**src/rtl/irqx_pkg.sv**
```systemverilog
package irqx_pkg;

   localparam int WORD_W     = 64;
   localparam int WORD_BYTES = WORD_W / 8;
   localparam int NUM_SRC    = 5;

   // source ranks, lowest index wins
   localparam int SRC_PGM    = 0;
   localparam int SRC_SVC    = 1;
   localparam int SRC_EXTQ   = 2;
   localparam int SRC_CLKCMP = 3;
   localparam int SRC_CPUTMR = 4;
   localparam int FIRST_EXT  = SRC_EXTQ;

   // status-word bit positions
   localparam int CC_LSB   = 13;
   localparam int WAIT_BIT = 49;
   localparam int MCK_BIT  = 50;
   localparam int EXT_BIT  = 56;
   localparam int IO_BIT   = 57;

   localparam logic [15:0] CODE_CLKCMP = 16'h1004;
   localparam logic [15:0] CODE_CPUTMR = 16'h1005;
   localparam logic [15:0] CPU_TAG     = 16'h0D00;

   typedef enum logic [1:0] {
      CLS_EXT = 2'd0,
      CLS_SVC = 2'd1,
      CLS_PGM = 2'd2
   } cls_e;

   typedef enum logic [1:0] {
      SQ_IDLE  = 2'd0,
      SQ_STORE = 2'd1,
      SQ_FETCH = 2'd2,
      SQ_LOAD  = 2'd3
   } sq_e;

   typedef struct packed {
      cls_e              cls;
      logic [WORD_W-1:0] info;
      logic [WORD_W-1:0] old_mask;
      logic [WORD_W-1:0] old_addr;
   } frame_t;

   function automatic logic [WORD_W-1:0] swap_bytes(input logic [WORD_W-1:0] v);
      logic [WORD_W-1:0] r;
      for (int b = 0; b < WORD_BYTES; b++) begin
         r[8*b +: 8] = v[8*(WORD_BYTES-1-b) +: 8];
      end
      return r;
   endfunction

endpackage

```
**src/rtl/irqx_arbiter.sv**
```systemverilog
module irqx_arbiter
   import irqx_pkg::*;
(
   input  logic               clk,
   input  logic               rst_n,
   input  logic               pgm_req_i,
   input  logic               svc_req_i,
   input  logic               extq_req_i,
   input  logic               clkcmp_evt_i,
   input  logic               cputmr_evt_i,
   input  logic               ext_open_i,
   input  logic               can_grant_i,
   output logic [NUM_SRC-1:0] grant_o,
   output logic               hard_req_o
);

   logic               clk_pend_q;
   logic               tmr_pend_q;
   logic [NUM_SRC-1:0] raw;
   logic [NUM_SRC-1:0] elig;
   logic [NUM_SRC-1:0] above;

   assign raw = {tmr_pend_q, clk_pend_q, extq_req_i, svc_req_i, pgm_req_i};
   assign above[0] = 1'b0;

   generate
      for (genvar i = 0; i < NUM_SRC; i++) begin : g_rank
         if (i < FIRST_EXT) begin : g_core
            assign elig[i] = raw[i];
         end else begin : g_ext
            assign elig[i] = raw[i] & ext_open_i;
         end
         assign grant_o[i] = can_grant_i & elig[i] & ~above[i];
         if (i + 1 < NUM_SRC) begin : g_chain
            assign above[i+1] = above[i] | elig[i];
         end
      end
   endgenerate

   always_ff @(posedge clk or negedge rst_n) begin
      if (!rst_n) begin
         clk_pend_q <= 1'b0;
         tmr_pend_q <= 1'b0;
      end else begin
         clk_pend_q <= (clk_pend_q & ~grant_o[SRC_CLKCMP]) | clkcmp_evt_i;
         tmr_pend_q <= (tmr_pend_q & ~grant_o[SRC_CPUTMR]) | cputmr_evt_i;
      end
   end

   assign hard_req_o = |raw;


   clkcmp_clear_chk: assert property (@(posedge clk) disable iff (!rst_n)
      (grant_o[SRC_CLKCMP] && !clkcmp_evt_i) |=> !clk_pend_q);


   cputmr_clear_chk: assert property (@(posedge clk) disable iff (!rst_n)
      (grant_o[SRC_CPUTMR] && !cputmr_evt_i) |=> !tmr_pend_q);


   evt_raises_req_chk: assert property (@(posedge clk) disable iff (!rst_n)
      (clkcmp_evt_i || cputmr_evt_i) |=> hard_req_o);

endmodule

```
**src/rtl/irqx_sequencer.sv**
```systemverilog
module irqx_sequencer
   import irqx_pkg::*;
#(
   parameter int ADDR_W     = 32,
   parameter bit BIG_ENDIAN = 1'b1,
   parameter int EXT_AREA   = 'h40,
   parameter int SVC_AREA   = 'h80,
   parameter int PGM_AREA   = 'hC0
)(
   input  logic              clk,
   input  logic              rst_n,
   input  logic              start_i,
   input  frame_t            frame_i,
   input  logic [ADDR_W-1:0] prefix_i,
   input  logic [WORD_W-1:0] mem_rdata_i,
   output logic              busy_o,
   output logic              mem_we_o,
   output logic              mem_re_o,
   output logic [ADDR_W-1:0] mem_addr_o,
   output logic [WORD_W-1:0] mem_wdata_o,
   output logic              load_o,
   output logic [WORD_W-1:0] new_mask_o,
   output logic [WORD_W-1:0] new_addr_o
);

   localparam int STORE_WORDS = 3;
   localparam int FETCH_WORDS = 2;
   localparam int TOTAL_WORDS = STORE_WORDS + FETCH_WORDS;
   localparam int IDX_W       = $clog2(TOTAL_WORDS);
   localparam int OFF_SHIFT   = $clog2(WORD_BYTES);
   localparam int AREA_BYTES  = TOTAL_WORDS * WORD_BYTES;

   generate
      if ((EXT_AREA % WORD_BYTES) != 0 || (SVC_AREA % WORD_BYTES) != 0 ||
          (PGM_AREA % WORD_BYTES) != 0) begin : g_bad_align
         $error("save areas must be word aligned");
      end
      if (EXT_AREA + AREA_BYTES > SVC_AREA || SVC_AREA + AREA_BYTES > PGM_AREA) begin : g_bad_gap
         $error("save areas overlap");
      end
   endgenerate

   sq_e               state_q;
   logic [IDX_W-1:0]  idx_q;
   frame_t            frame_q;
   logic [WORD_W-1:0] mask_q;
   logic [WORD_W-1:0] addr_q;
   logic [ADDR_W-1:0] area_off;
   logic [WORD_W-1:0] store_word;
   logic [WORD_W-1:0] read_word;

   always_comb begin
      unique case (frame_q.cls)
         CLS_SVC: area_off = ADDR_W'(SVC_AREA);
         CLS_PGM: area_off = ADDR_W'(PGM_AREA);
         default: area_off = ADDR_W'(EXT_AREA);
      endcase
   end

   always_comb begin
      unique case (idx_q)
         IDX_W'(0): store_word = frame_q.info;
         IDX_W'(1): store_word = frame_q.old_mask;
         default:   store_word = frame_q.old_addr;
      endcase
   end

   generate
      if (BIG_ENDIAN) begin : g_be
         assign mem_wdata_o = swap_bytes(store_word);
         assign read_word   = swap_bytes(mem_rdata_i);
      end else begin : g_le
         assign mem_wdata_o = store_word;
         assign read_word   = mem_rdata_i;
      end
   endgenerate

   always_ff @(posedge clk or negedge rst_n) begin
      if (!rst_n) begin
         state_q <= SQ_IDLE;
         idx_q   <= '0;
         frame_q <= '0;
         mask_q  <= '0;
         addr_q  <= '0;
      end else begin
         unique case (state_q)
            SQ_IDLE: begin
               if (start_i) begin
                  frame_q <= frame_i;
                  idx_q   <= '0;
                  state_q <= SQ_STORE;
               end
            end
            SQ_STORE: begin
               idx_q <= idx_q + 1'b1;
               if (idx_q == IDX_W'(STORE_WORDS - 1)) state_q <= SQ_FETCH;
            end
            SQ_FETCH: begin
               if (idx_q == IDX_W'(STORE_WORDS)) mask_q <= read_word;
               else                              addr_q <= read_word;
               idx_q <= idx_q + 1'b1;
               if (idx_q == IDX_W'(TOTAL_WORDS - 1)) state_q <= SQ_LOAD;
            end
            default: state_q <= SQ_IDLE;
         endcase
      end
   end

   assign busy_o     = (state_q != SQ_IDLE);
   assign mem_we_o   = (state_q == SQ_STORE);
   assign mem_re_o   = (state_q == SQ_FETCH);
   assign load_o     = (state_q == SQ_LOAD);
   assign mem_addr_o = prefix_i + area_off + (ADDR_W'(idx_q) << OFF_SHIFT);
   assign new_mask_o = mask_q;
   assign new_addr_o = addr_q;


   store_follows_start_chk: assert property (@(posedge clk) disable iff (!rst_n)
      (start_i && !busy_o) |=> mem_we_o);


   fetch_before_load_chk: assert property (@(posedge clk) disable iff (!rst_n)
      $rose(load_o) |-> $past(mem_re_o));

endmodule

```
**src/rtl/irqx_psw_reg.sv**
```systemverilog
module irqx_psw_reg
   import irqx_pkg::*;
#(
   parameter logic [WORD_W-1:0] RESET_MASK = '0,
   parameter logic [WORD_W-1:0] RESET_ADDR = '0
)(
   input  logic              clk,
   input  logic              rst_n,
   input  logic              load_i,
   input  logic [WORD_W-1:0] new_mask_i,
   input  logic [WORD_W-1:0] new_addr_i,
   output logic [WORD_W-1:0] psw_mask_o,
   output logic [WORD_W-1:0] psw_addr_o,
   output logic [1:0]        cc_o,
   output logic              halted_o,
   output logic              dead_o
);

   logic [WORD_W-1:0] mask_q;
   logic [WORD_W-1:0] addr_q;
   logic              halt_q;
   logic              dead_q;
   logic              all_closed;

   assign all_closed = ~(new_mask_i[IO_BIT] | new_mask_i[EXT_BIT] | new_mask_i[MCK_BIT]);

   always_ff @(posedge clk or negedge rst_n) begin
      if (!rst_n) begin
         mask_q <= RESET_MASK;
         addr_q <= RESET_ADDR;
         halt_q <= 1'b0;
         dead_q <= 1'b0;
      end else if (load_i) begin
         mask_q <= new_mask_i;
         addr_q <= new_addr_i;
         halt_q <= new_mask_i[WAIT_BIT];
         dead_q <= new_mask_i[WAIT_BIT] & all_closed;
      end
   end

   assign psw_mask_o = mask_q;
   assign psw_addr_o = addr_q;
   assign cc_o       = mask_q[CC_LSB +: 2];
   assign halted_o   = halt_q;
   assign dead_o     = dead_q;


   wait_halts_chk: assert property (@(posedge clk) disable iff (!rst_n)
      (load_i && new_mask_i[WAIT_BIT]) |=> halted_o);


   dead_implies_halt_chk: assert property (@(posedge clk) disable iff (!rst_n)
      dead_o |-> halted_o);


   load_updates_chk: assert property (@(posedge clk) disable iff (!rst_n)
      load_i |=> (psw_addr_o == $past(new_addr_i) && psw_mask_o == $past(new_mask_i)));

endmodule

```
**src/rtl/irqx_dispatch.sv**
```systemverilog
module irqx_dispatch
   import irqx_pkg::*;
#(
   parameter int                ADDR_W      = 32,
   parameter int                CPU_NUM_W   = 8,
   parameter int                ILEN_W      = 4,
   parameter int                EXT_PARAM_W = 32,
   parameter bit                BIG_ENDIAN  = 1'b1,
   parameter int                EXT_AREA    = 'h40,
   parameter int                SVC_AREA    = 'h80,
   parameter int                PGM_AREA    = 'hC0,
   parameter logic [WORD_W-1:0] RESET_MASK  = '0,
   parameter logic [WORD_W-1:0] RESET_ADDR  = '0
)(
   input  logic                   clk,
   input  logic                   rst_n,
   input  logic [ADDR_W-1:0]      prefix_i,
   input  logic [CPU_NUM_W-1:0]   cpu_num_i,
   input  logic [1:0]             cc_i,
   input  logic [ILEN_W-1:0]      instr_len_i,
   input  logic                   pgm_req_i,
   input  logic [15:0]            pgm_code_i,
   input  logic                   svc_req_i,
   input  logic [15:0]            svc_code_i,
   input  logic                   ext_req_i,
   input  logic [15:0]            ext_code_i,
   input  logic [EXT_PARAM_W-1:0] ext_param_i,
   input  logic                   clkcmp_evt_i,
   input  logic                   cputmr_evt_i,
   output logic [NUM_SRC-1:0]     take_o,
   output logic                   hard_req_o,
   output logic                   busy_o,
   output logic                   mem_we_o,
   output logic                   mem_re_o,
   output logic [ADDR_W-1:0]      mem_addr_o,
   output logic [WORD_W-1:0]      mem_wdata_o,
   input  logic [WORD_W-1:0]      mem_rdata_i,
   output logic [WORD_W-1:0]      psw_mask_o,
   output logic [WORD_W-1:0]      psw_addr_o,
   output logic [1:0]             cc_o,
   output logic                   halted_o,
   output logic                   dead_o
);

   generate
      if (ILEN_W > 16) begin : g_bad_ilen
         $error("instruction length field is limited to 16 bits");
      end
      if (CPU_NUM_W > 16) begin : g_bad_cpu
         $error("cpu number field is limited to 16 bits");
      end
      if (EXT_PARAM_W > 32) begin : g_bad_param
         $error("external parameter is limited to 32 bits");
      end
      if (ADDR_W < 9 || ADDR_W > WORD_W) begin : g_bad_addr
         $error("address width out of range");
      end
   endgenerate

   logic              load;
   logic [WORD_W-1:0] new_mask;
   logic [WORD_W-1:0] new_addr;
   frame_t            frame;
   logic [15:0]       code;
   logic [15:0]       aux_field;
   logic [31:0]       param_field;
   logic [WORD_W-1:0] cc_mask;

   irqx_arbiter u_arb (
      .clk          (clk),
      .rst_n        (rst_n),
      .pgm_req_i    (pgm_req_i),
      .svc_req_i    (svc_req_i),
      .extq_req_i   (ext_req_i),
      .clkcmp_evt_i (clkcmp_evt_i),
      .cputmr_evt_i (cputmr_evt_i),
      .ext_open_i   (psw_mask_o[EXT_BIT]),
      .can_grant_i  (!busy_o),
      .grant_o      (take_o),
      .hard_req_o   (hard_req_o)
   );

   always_comb begin
      code        = '0;
      aux_field   = 16'(cpu_num_i) | CPU_TAG;
      param_field = '0;
      frame.cls   = CLS_EXT;
      if (take_o[SRC_PGM]) begin
         code      = pgm_code_i;
         aux_field = 16'(instr_len_i);
         frame.cls = CLS_PGM;
      end else if (take_o[SRC_SVC]) begin
         code      = svc_code_i;
         aux_field = 16'(instr_len_i);
         frame.cls = CLS_SVC;
      end else if (take_o[SRC_EXTQ]) begin
         code        = ext_code_i;
         param_field = 32'(ext_param_i);
      end else if (take_o[SRC_CLKCMP]) begin
         code = CODE_CLKCMP;
      end else begin
         code = CODE_CPUTMR;
      end
   end

   always_comb begin
      cc_mask                = psw_mask_o;
      cc_mask[CC_LSB +: 2]   = cc_i;
   end

   assign frame.info     = {param_field, aux_field, code};
   assign frame.old_mask = cc_mask;
   assign frame.old_addr = psw_addr_o +
                           (take_o[SRC_SVC] ? WORD_W'(instr_len_i) : {WORD_W{1'b0}});

   irqx_sequencer #(
      .ADDR_W     (ADDR_W),
      .BIG_ENDIAN (BIG_ENDIAN),
      .EXT_AREA   (EXT_AREA),
      .SVC_AREA   (SVC_AREA),
      .PGM_AREA   (PGM_AREA)
   ) u_seq (
      .clk         (clk),
      .rst_n       (rst_n),
      .start_i     (|take_o),
      .frame_i     (frame),
      .prefix_i    (prefix_i),
      .mem_rdata_i (mem_rdata_i),
      .busy_o      (busy_o),
      .mem_we_o    (mem_we_o),
      .mem_re_o    (mem_re_o),
      .mem_addr_o  (mem_addr_o),
      .mem_wdata_o (mem_wdata_o),
      .load_o      (load),
      .new_mask_o  (new_mask),
      .new_addr_o  (new_addr)
   );

   irqx_psw_reg #(
      .RESET_MASK (RESET_MASK),
      .RESET_ADDR (RESET_ADDR)
   ) u_psw (
      .clk        (clk),
      .rst_n      (rst_n),
      .load_i     (load),
      .new_mask_i (new_mask),
      .new_addr_i (new_addr),
      .psw_mask_o (psw_mask_o),
      .psw_addr_o (psw_addr_o),
      .cc_o       (cc_o),
      .halted_o   (halted_o),
      .dead_o     (dead_o)
   );


   take_onehot_chk: assert property (@(posedge clk) disable iff (!rst_n)
      $onehot0(take_o));


   no_take_busy_chk: assert property (@(posedge clk) disable iff (!rst_n)
      (|take_o) |-> !busy_o);


   ext_gate_chk: assert property (@(posedge clk) disable iff (!rst_n)
      (|take_o[NUM_SRC-1:FIRST_EXT]) |-> psw_mask_o[EXT_BIT]);


   busy_after_take_chk: assert property (@(posedge clk) disable iff (!rst_n)
      (|take_o) |=> busy_o);

endmodule

```
**config.mk**
```make
export PLATFORM = sky130hd
export DESIGN_NAME = irqx_dispatch
export DESIGN_NICKNAME = d
export VERILOG_FILES = /design/src/rtl/irqx_pkg.sv /design/src/rtl/irqx_arbiter.sv /design/src/rtl/irqx_sequencer.sv /design/src/rtl/irqx_psw_reg.sv /design/src/rtl/irqx_dispatch.sv
export SDC_FILE = /design/constraint.sdc
export NUM_CORES = 1
export LEC_CHECK = 0
export ABC_AREA = 1
export BUFFER_PORTS_ARGS = -buffer_cell sky130_fd_sc_hd__buf_4
export CAP_MARGIN = 25
export CORE_MARGIN = 3
export CORE_UTILIZATION = 50
export DETAILED_ROUTE_END_ITERATION = 10
export GPL_TIMING_DRIVEN = 1
export PLACE_DENSITY = 0.76
export SLEW_MARGIN = 20
export SYNTH_ARGS = -nofsm -noshare
export SYNTH_HDL_FRONTEND = slang
export SYNTH_SLANG_ARGS = --single-unit
```
**constraint.sdc**
```tcl
create_clock -name clk -period 3.3 [get_ports clk]
set_input_delay 0.99 -clock clk [delete_from_list [all_inputs] [get_ports clk]]
set_output_delay 0.99 -clock clk [all_outputs]
set_load 0.005 [all_outputs]
```
==> results.sh, run 1 <==
export IMPL_status="finished with violations"
export IMPL_cts_buffers=46
export IMPL_postRouteAntennaNets=0
export IMPL_grt_pass1_wl_um=123100
export IMPL_rsz0062_at_grt="yes"
export IMPL_grt_pass1_vias=20330
export IMPL_seqCellArea_um2=11290
export IMPL_fp_dieH_um=215.7
export IMPL_synth_top_area_share_pct=51.34
export IMPL_syn_nets=2922
export IMPL_drcViolationCount=0
export IMPL_clk_path_buf_depth=3
export IMPL_root_buffer="clkbuf_16"
export IMPL_clock_latency_ns=0.59
export IMPL_grt_antenna_before_repair=2
export IMPL_final_max_slew_violation_count=0
export IMPL_yosysSeqAreaShare_pct=51.34
export IMPL_first_pass_iters=6
export IMPL_p_per_area_nw_per_um2=1030
export IMPL_synthTopCellsByArea="dfrtp_1 (51%), nand2_1 (14%), o21ai_0 (8.4%)"
export IMPL_avgSynthCellArea_um2=8.133
export IMPL_grt_ovfl_total=0
export IMPL_end_kind="primary output"
export IMPL_async_flop_share_pct=100.0
export IMPL_synth_main_ff_cell="dfrtp_1"
export IMPL_ys_seq_elements=451
export IMPL_layout_commonest_cell="nand2_1"
export IMPL_path_clk_slew_ns=0.06
export IMPL_crit_type="register to primary output"
export IMPL_worst_slack_ns=-0.3042
export IMPL_r2r_start="u_seq.state_q[0]"
export IMPL_fin_crit_sh_pct=109.2
export IMPL_numPlacedInstances=3652
export IMPL_clock_sinks=451
export IMPL_pre_cts_slack_ns=-0.5684
export IMPL_cp_required_ns=2.31
export IMPL_place_gp_congestion=1.008
export IMPL_io_pins=434
export IMPL_via_per_inst=5.473
export IMPL_p_total_mw=30.47
export IMPL_core_um2=43270
export IMPL_relSlewSlack_pct=56.54
export IMPL_finClkSkew_ns=0.02334
export IMPL_grt_usage_pct=34.31
export IMPL_final_nets=3384
export IMPL_synth_edf_count=0
export IMPL_synth_area_um2=21980
export IMPL_detail_route_wl_per_cell_um=21.94
export IMPL_routed_via_count=20750
export IMPL_hold_class="primary input to async pin"
export IMPL_start_util_pct=50.81
export IMPL_dieArea_um2=46520
export IMPL_fmax_mhz=277.5
export IMPL_yosys_warnings=0
export IMPL_fin_cells=3791
export IMPL_num_rows=76
export IMPL_cts_tree="done"
export IMPL_r2r_end="u_seq.frame_q[30]"
export IMPL_drive_above_1_share_pct=28.16
export IMPL_grt_max_degree=77
export IMPL_drv_cap=0
export IMPL_power_leakage_nw=14.58
export IMPL_n_fill_cell=3469
export IMPL_synth_distinct_cells=40
export IMPL_portBuffers=427
export IMPL_r2r_slack_ns=0.27
export IMPL_yosys_area_top_type="dfrtp_1"
export IMPL_setup_viol=77
export IMPL_syn_to_final_growth_pct=34.60
export IMPL_dp_hpwl_um=60220
export IMPL_final_cell_mix="nand2_1 (785), buf_4 (509), dfrtp_1 (449)"
export IMPL_drtIter0Drc=2128
export IMPL_violations="setup timing"
export IMPL_die_w_um=215.7
export IMPL_ir_drop_mv=0.8578
export IMPL_start_kind="register"
export IMPL_path_max_fanout=3
export IMPL_routed_wl_um=83190
export IMPL_h_tree_depth=2
export IMPL_reg2reg_depth=14
export IMPL_crit_arrival_ns=2.61
export IMPL_tightest_slew_ns=0.6520
export IMPL_finalHoldViolCount=0
export IMPL_multi_input_area_um2=9629
export IMPL_finalCriticalPeriod_ns=3.604
export IMPL_synth_cells=2703
[how the worst max path moves through the flow]
stage / from / to / slack [ns] / depth (start not counted)
3_3_place_gp: prefix_i[5] / mem_addr_o[28] / -0.55 / 9
2_1_floorplan: prefix_i[3] / mem_addr_o[27] / 0.02 / 10
3_5_place_dp: prefix_i[5] / mem_addr_o[28] / -0.57 / 9
6_report: u_seq.frame_q[192] / mem_addr_o[29] / -0.30 / 12
5_1_grt: u_seq.frame_q[192] / mem_addr_o[25] / -0.39 / 11
4_1_cts: u_seq.frame_q[192] / mem_addr_o[17] / -0.27 / 12
[report_power, final]
part / switching, mW / internal (mW) / leakage, nW
clock: 2.33 / 3.31 / 0.805
sequential: 2.19 / 8.06 / 5.44
combinational: 8.15 / 6.43 / 8.34
[worst max-delay path: stages (launching register included)]
cell,delay (ns)
dfrtp_1,0.42
ha_4,0.29
inv_2,0.04
ha_4,0.26
buf_6,0.11
nand2_4,0.05
inv_2,0.04
nand4_1,0.14
o21ai_2,0.20
buf_6,0.16
nand2_4,0.05
xnor2_2,0.14
buf_4,0.12
[final cells by class]
cell class / instances / area share (%)
diodes: 3 / 0.02537
clock buffers: 61 / 4.457
clock inverters: 25 / 1.070
inverters: 305 / 3.954
multi-input cells: 1763 / 32.54
flip-flops and latches: 451 / 38.15
well taps: 585 / 2.474
repair buffers: 598 / 17.32
[registers in the layout, indices dropped and copies added (netlist names)]
name and count:
u_seq.frame_q 187, u_seq.idx_q 3, u_seq.new_addr_o 64, u_seq.new_mask_o 64
u_arb.tmr_pend_q 1, u_psw.dead_o 1, u_psw.psw_mask_o 64, u_arb.clk_pend_q 1
u_seq.state_q 2, u_psw.psw_addr_o 64
[metal layers]
metal / share of wire, % / global-route usage [%] / vias to the layer above
met5: 0 / 0 / -
met4: 3.0 / 9.297 / 0
met3: 7.8 / 6.533 / 147
met2: 47 / 55.17 / 937
met1: 42 / 48.13 / 10180
li1: - / - / 9485
[stage by stage]
step / hold slack (ns) / cell area (µm²) / utilization (%) / setup TNS (ns)
6_report: 0.3675 / 29590 / 68.39 / -8.446
5_1_grt: 0.4040 / 29580 / 68.37 / -14.04
4_1_cts: 0.3774 / 28420 / 65.69 / -4.002
3_5_place_dp: 0.4586 / 26070 / 60.25 / -8.303
3_3_place_gp: 0.4572 / 26070 / 60.25 / -7.872
2_1_floorplan: 0.4422 / 22010 / - / 0
[timing repair]
item	4_1_cts	5_1_grt
gates cloned	3	4
resized for setup	125	197
setup endpoints to repair	84	76
pin swaps	36	53
buffers inserted	28	22
hold buffers	0	0
[Yosys cell counts (all sizes together) (30+ instances only)]
| master | number |
|---|---|
| nand2 | 822 |
| dfrtp | 451 |
| o21ai | 385 |
| inv | 304 |
| nor2 | 196 |
| buf | 100 |
| clkbuf | 84 |
| nand3 | 75 |
| mux2 | 51 |
| xor2 | 38 |
| a31oi | 32 |
| a21oi | 30 |
[kinds of logic (layout without fill, tap and decap cells)]
| family | Yosys count | after routing | share of synthesized area [%] |
|---|---|---|---|
| AND/OR/NAND/NOR | 1147 | 1147 | 20.74 |
| AO/OA/AOI/OAI | 496 | 496 | 12.07 |
| buffers and inverters | 489 | 989 | 10.05 |
| flip-flops | 451 | 451 | 51.34 |
| multiplexers | 51 | 51 | 2.613 |
| XOR/XNOR | 47 | 47 | 1.873 |
| adder cells (fa/ha/maj) | 22 | 22 | 1.321 |
| other | 0 | 3 | 0 |
Power figures use the tool's default switching activity.
==> run 2, diff against run 1 <==
--- a/config.mk
+++ b/config.mk
@@ -9,11 +9,13 @@
 export BUFFER_PORTS_ARGS = -buffer_cell sky130_fd_sc_hd__buf_4
 export CAP_MARGIN = 25
 export CORE_MARGIN = 3
-export CORE_UTILIZATION = 50
+export CORE_UTILIZATION = 56
 export DETAILED_ROUTE_END_ITERATION = 10
+export GPL_ROUTABILITY_DRIVEN = 0
 export GPL_TIMING_DRIVEN = 1
-export PLACE_DENSITY = 0.76
+export PLACE_DENSITY = 0.81
 export SLEW_MARGIN = 20
 export SYNTH_ARGS = -nofsm -noshare
 export SYNTH_HDL_FRONTEND = slang
 export SYNTH_SLANG_ARGS = --single-unit
+export TNS_END_PERCENT = 5
==> constraint.sdc (replaced) <==
create_clock -name clk -period 3.8 [get_ports clk]
set_input_delay 1.14 -clock clk [delete_from_list [all_inputs] [get_ports clk]]
set_output_delay 1.14 -clock clk [all_outputs]
set_load 0.005 [all_outputs]
==> run 2 against run 1 <==
  * The flow still finishes with violations (setup timing)
  * Critical path type is now primary input to primary output
  * Global-route usage increased by 0.69 points
  * Routed wire length decreased by 11%
  * Clock skew increased by 0.0063 ns
  * Sequential share of layout area grew 3.5 points
  * Via count down 1.3%
  * Count of clock-buffer cells in the layout is 1 higher
  * Die area down 10%
  * First-iteration DRC count increased by 9.1%
  * Critical endpoint is now mem_addr_o[19]
  * Largest power group unchanged
  * Cell area shrank 8.4%
  * Non-clock buffer count fell by 122
==> results.sh, run 2 (synthesis gave the netlist of run 1 again) <==
export IMPL_n_fill_cell=2868
export IMPL_p_total_mw=23.68
export IMPL_numPlacedInstances=3503
export IMPL_path_buf_inv=5
export IMPL_core_um2=38200
export IMPL_pre_cts_slack_ns=-0.2277
export IMPL_final_max_slew_violation_count=0
export IMPL_h_tree_depth=2
export IMPL_ir_drop_mv=0.5378
export IMPL_die_w_um=204.1
export IMPL_top_register="u_seq.frame_q"
export IMPL_cpMaxStageDelayCell="fa_2"
export IMPL_dieArea_um2=41670
export IMPL_crit_arrival_ns=2.77
export IMPL_worst_path_dominant_cell_family="adder cells"
export IMPL_cts_buffers=47
export IMPL_path_cells="buf_6 > ha_4 > inv_4 > fa_2 > inv_2 > nand3_2 > nand2_2 > nand2_2 > a21oi_2 > buf_6 > nand2_1 > xor2_1 > buf_4"
export IMPL_largest_reg_flops=187
export IMPL_portBuffers=427
export IMPL_critPathMaxStageDelay_ns=0.39
export IMPL_drtIter0Drc=2321
export IMPL_final_nets=3263
export IMPL_first_pass_iters=7
export IMPL_power_leakage_nw=13.43
export IMPL_cts_tree="done"
export IMPL_status="finished with violations"
export IMPL_finClkSkew_ns=0.02962
export IMPL_routed_wl_um=74130
export IMPL_path_max_fanout=3
export IMPL_tightest_slew_ns=0.7030
export IMPL_num_rows=71
export IMPL_io_pins=434
export IMPL_dp_hpwl_um=54420
export IMPL_hold_class="register to register"
export IMPL_grt_pass1_wl_um=112700
export IMPL_fp_dieH_um=204.1
export IMPL_cp_required_ns=2.66
export IMPL_grt_ovfl_total=0
export IMPL_n_antenna_cell=0
export IMPL_grt_max_degree=129
export IMPL_drv_cap=0
export IMPL_hold_buffers=0
export IMPL_fin_cells=3587
export IMPL_layout_commonest_cell="nand2_1"
export IMPL_path_clk_slew_ns=0.06
export IMPL_crit_type="primary input to primary output"
export IMPL_worst_slack_ns=-0.1059
export IMPL_fmax_mhz=256.0
export IMPL_detail_route_wl_per_cell_um=20.67
export IMPL_p_per_area_nw_per_um2=873.3
export IMPL_multi_input_area_um2=8731
export IMPL_via_per_inst=5.709
export IMPL_drive_above_1_share_pct=21.36
export IMPL_setup_viol=7
export IMPL_syn_to_final_growth_pct=23.36
export IMPL_grt_pass1_vias=19780
export IMPL_end_kind="primary output"
export IMPL_root_buffer="clkbuf_16"
export IMPL_violations="setup timing"
export IMPL_grt_usage_pct=35.01
export IMPL_seqCellArea_um2=11290
export IMPL_finalCriticalPeriod_ns=3.906
export IMPL_start_kind="primary input"
export IMPL_rsz0062_at_grt="yes"
export IMPL_clock_latency_ns=0.58
export IMPL_drcViolationCount=0
export IMPL_fin_crit_sh_pct=102.8
export IMPL_routed_via_count=20480
export IMPL_clock_sinks=451
export IMPL_relSlewSlack_pct=52.64
export IMPL_fin_util_pct=70.99
export IMPL_grt_antenna_before_repair=0
export IMPL_postRouteAntennaNets=0
export IMPL_clk_path_buf_depth=3
export IMPL_start_util_pct=57.55
export IMPL_final_cell_mix="nand2_1 (812), buf_4 (454), dfrtp_1 (450)"
export IMPL_finalHoldViolCount=0
export IMPL_r2r_slack_ns=0.48
-- run 2: cell types whose count changed in the layout (fill, tap and decap cells not counted), sizes merged --
cell      before  now
bufbuf         1    0
clkinvlp       5    0
clkbuf        64   62
diode          3    0
bufinv         6    5
buf          594  476
-- run 2: where the power goes --
part	total (mW)	internal [mW]	switching, mW
sequential	8.80	7.01	1.79
clock	4.63	2.72	1.91
combinational	10.2	4.17	6.08
total	23.7	13.9	9.78
-- run 2: timing repair --
action                                  CTS  global route
setup buffers                             0             3
pin swaps                                 1            13
hold endpoints to repair                  0             0
gates resized for setup                  15            44
endpoints found under the setup margin   34            30
-- run 2: cell type report --
type / instances / share of cell area [%]
clock buffer: 62 / 4.766
clock inverter: 19 / 0.8536
timing repair buffer: 476 / 13.96
multi-input combinational: 1763 / 32.20
tap: 511 / 2.358
sequential: 451 / 41.62
inverter: 305 / 4.240
-- run 2: worst paths after layout --
kind	start	endpoint	cells past startpoint
max	prefix_i[3]	mem_addr_o[19]	13
min	u_seq.new_addr_o[49]	u_psw.psw_addr_o[49]	2
max reg2reg	u_seq.state_q[0]	u_seq.frame_q[38]	15
min reg2reg	u_seq.new_addr_o[49]	u_psw.psw_addr_o[49]	2
max in group asynchronous	rst_n	u_seq.idx_q[1]	2
min in group asynchronous	rst_n	u_psw.psw_mask_o[14]	1
-- run 2: per-stage QoR --
stage,cell area (µm²),setup TNS (ns),hold WS [ns]
after CTS,26910,-0.1767,0.4808
after floorplan,21980,0,0.4422
after global routing,27120,-1.648,0.5043
after global placement,25330,-0.9160,0.4553
after detailed placement,25330,-1.518,0.4586
final,27120,-0.3897,0.4732
-- run 2: per-layer routing --
| metal | track usage, % | up-vias | share of wire [%] |
|---|---|---|---|
| met2 | 53.68 | 1312 | 44 |
| met4 | 13.12 | 0 | 4.6 |
| met1 | 47.68 | 9717 | 39 |
| li1 | - | 9217 | - |
| met3 | 10.14 | 232 | 13 |
| met5 | 0 | - | 0 |
-- run 2: tightest hold or removal path, delay by kind of cell, from the launching register on --
kind            cells  cell delay, ns
compound gates      1            0.06
flops               1            0.34
simple gates        1            0.06
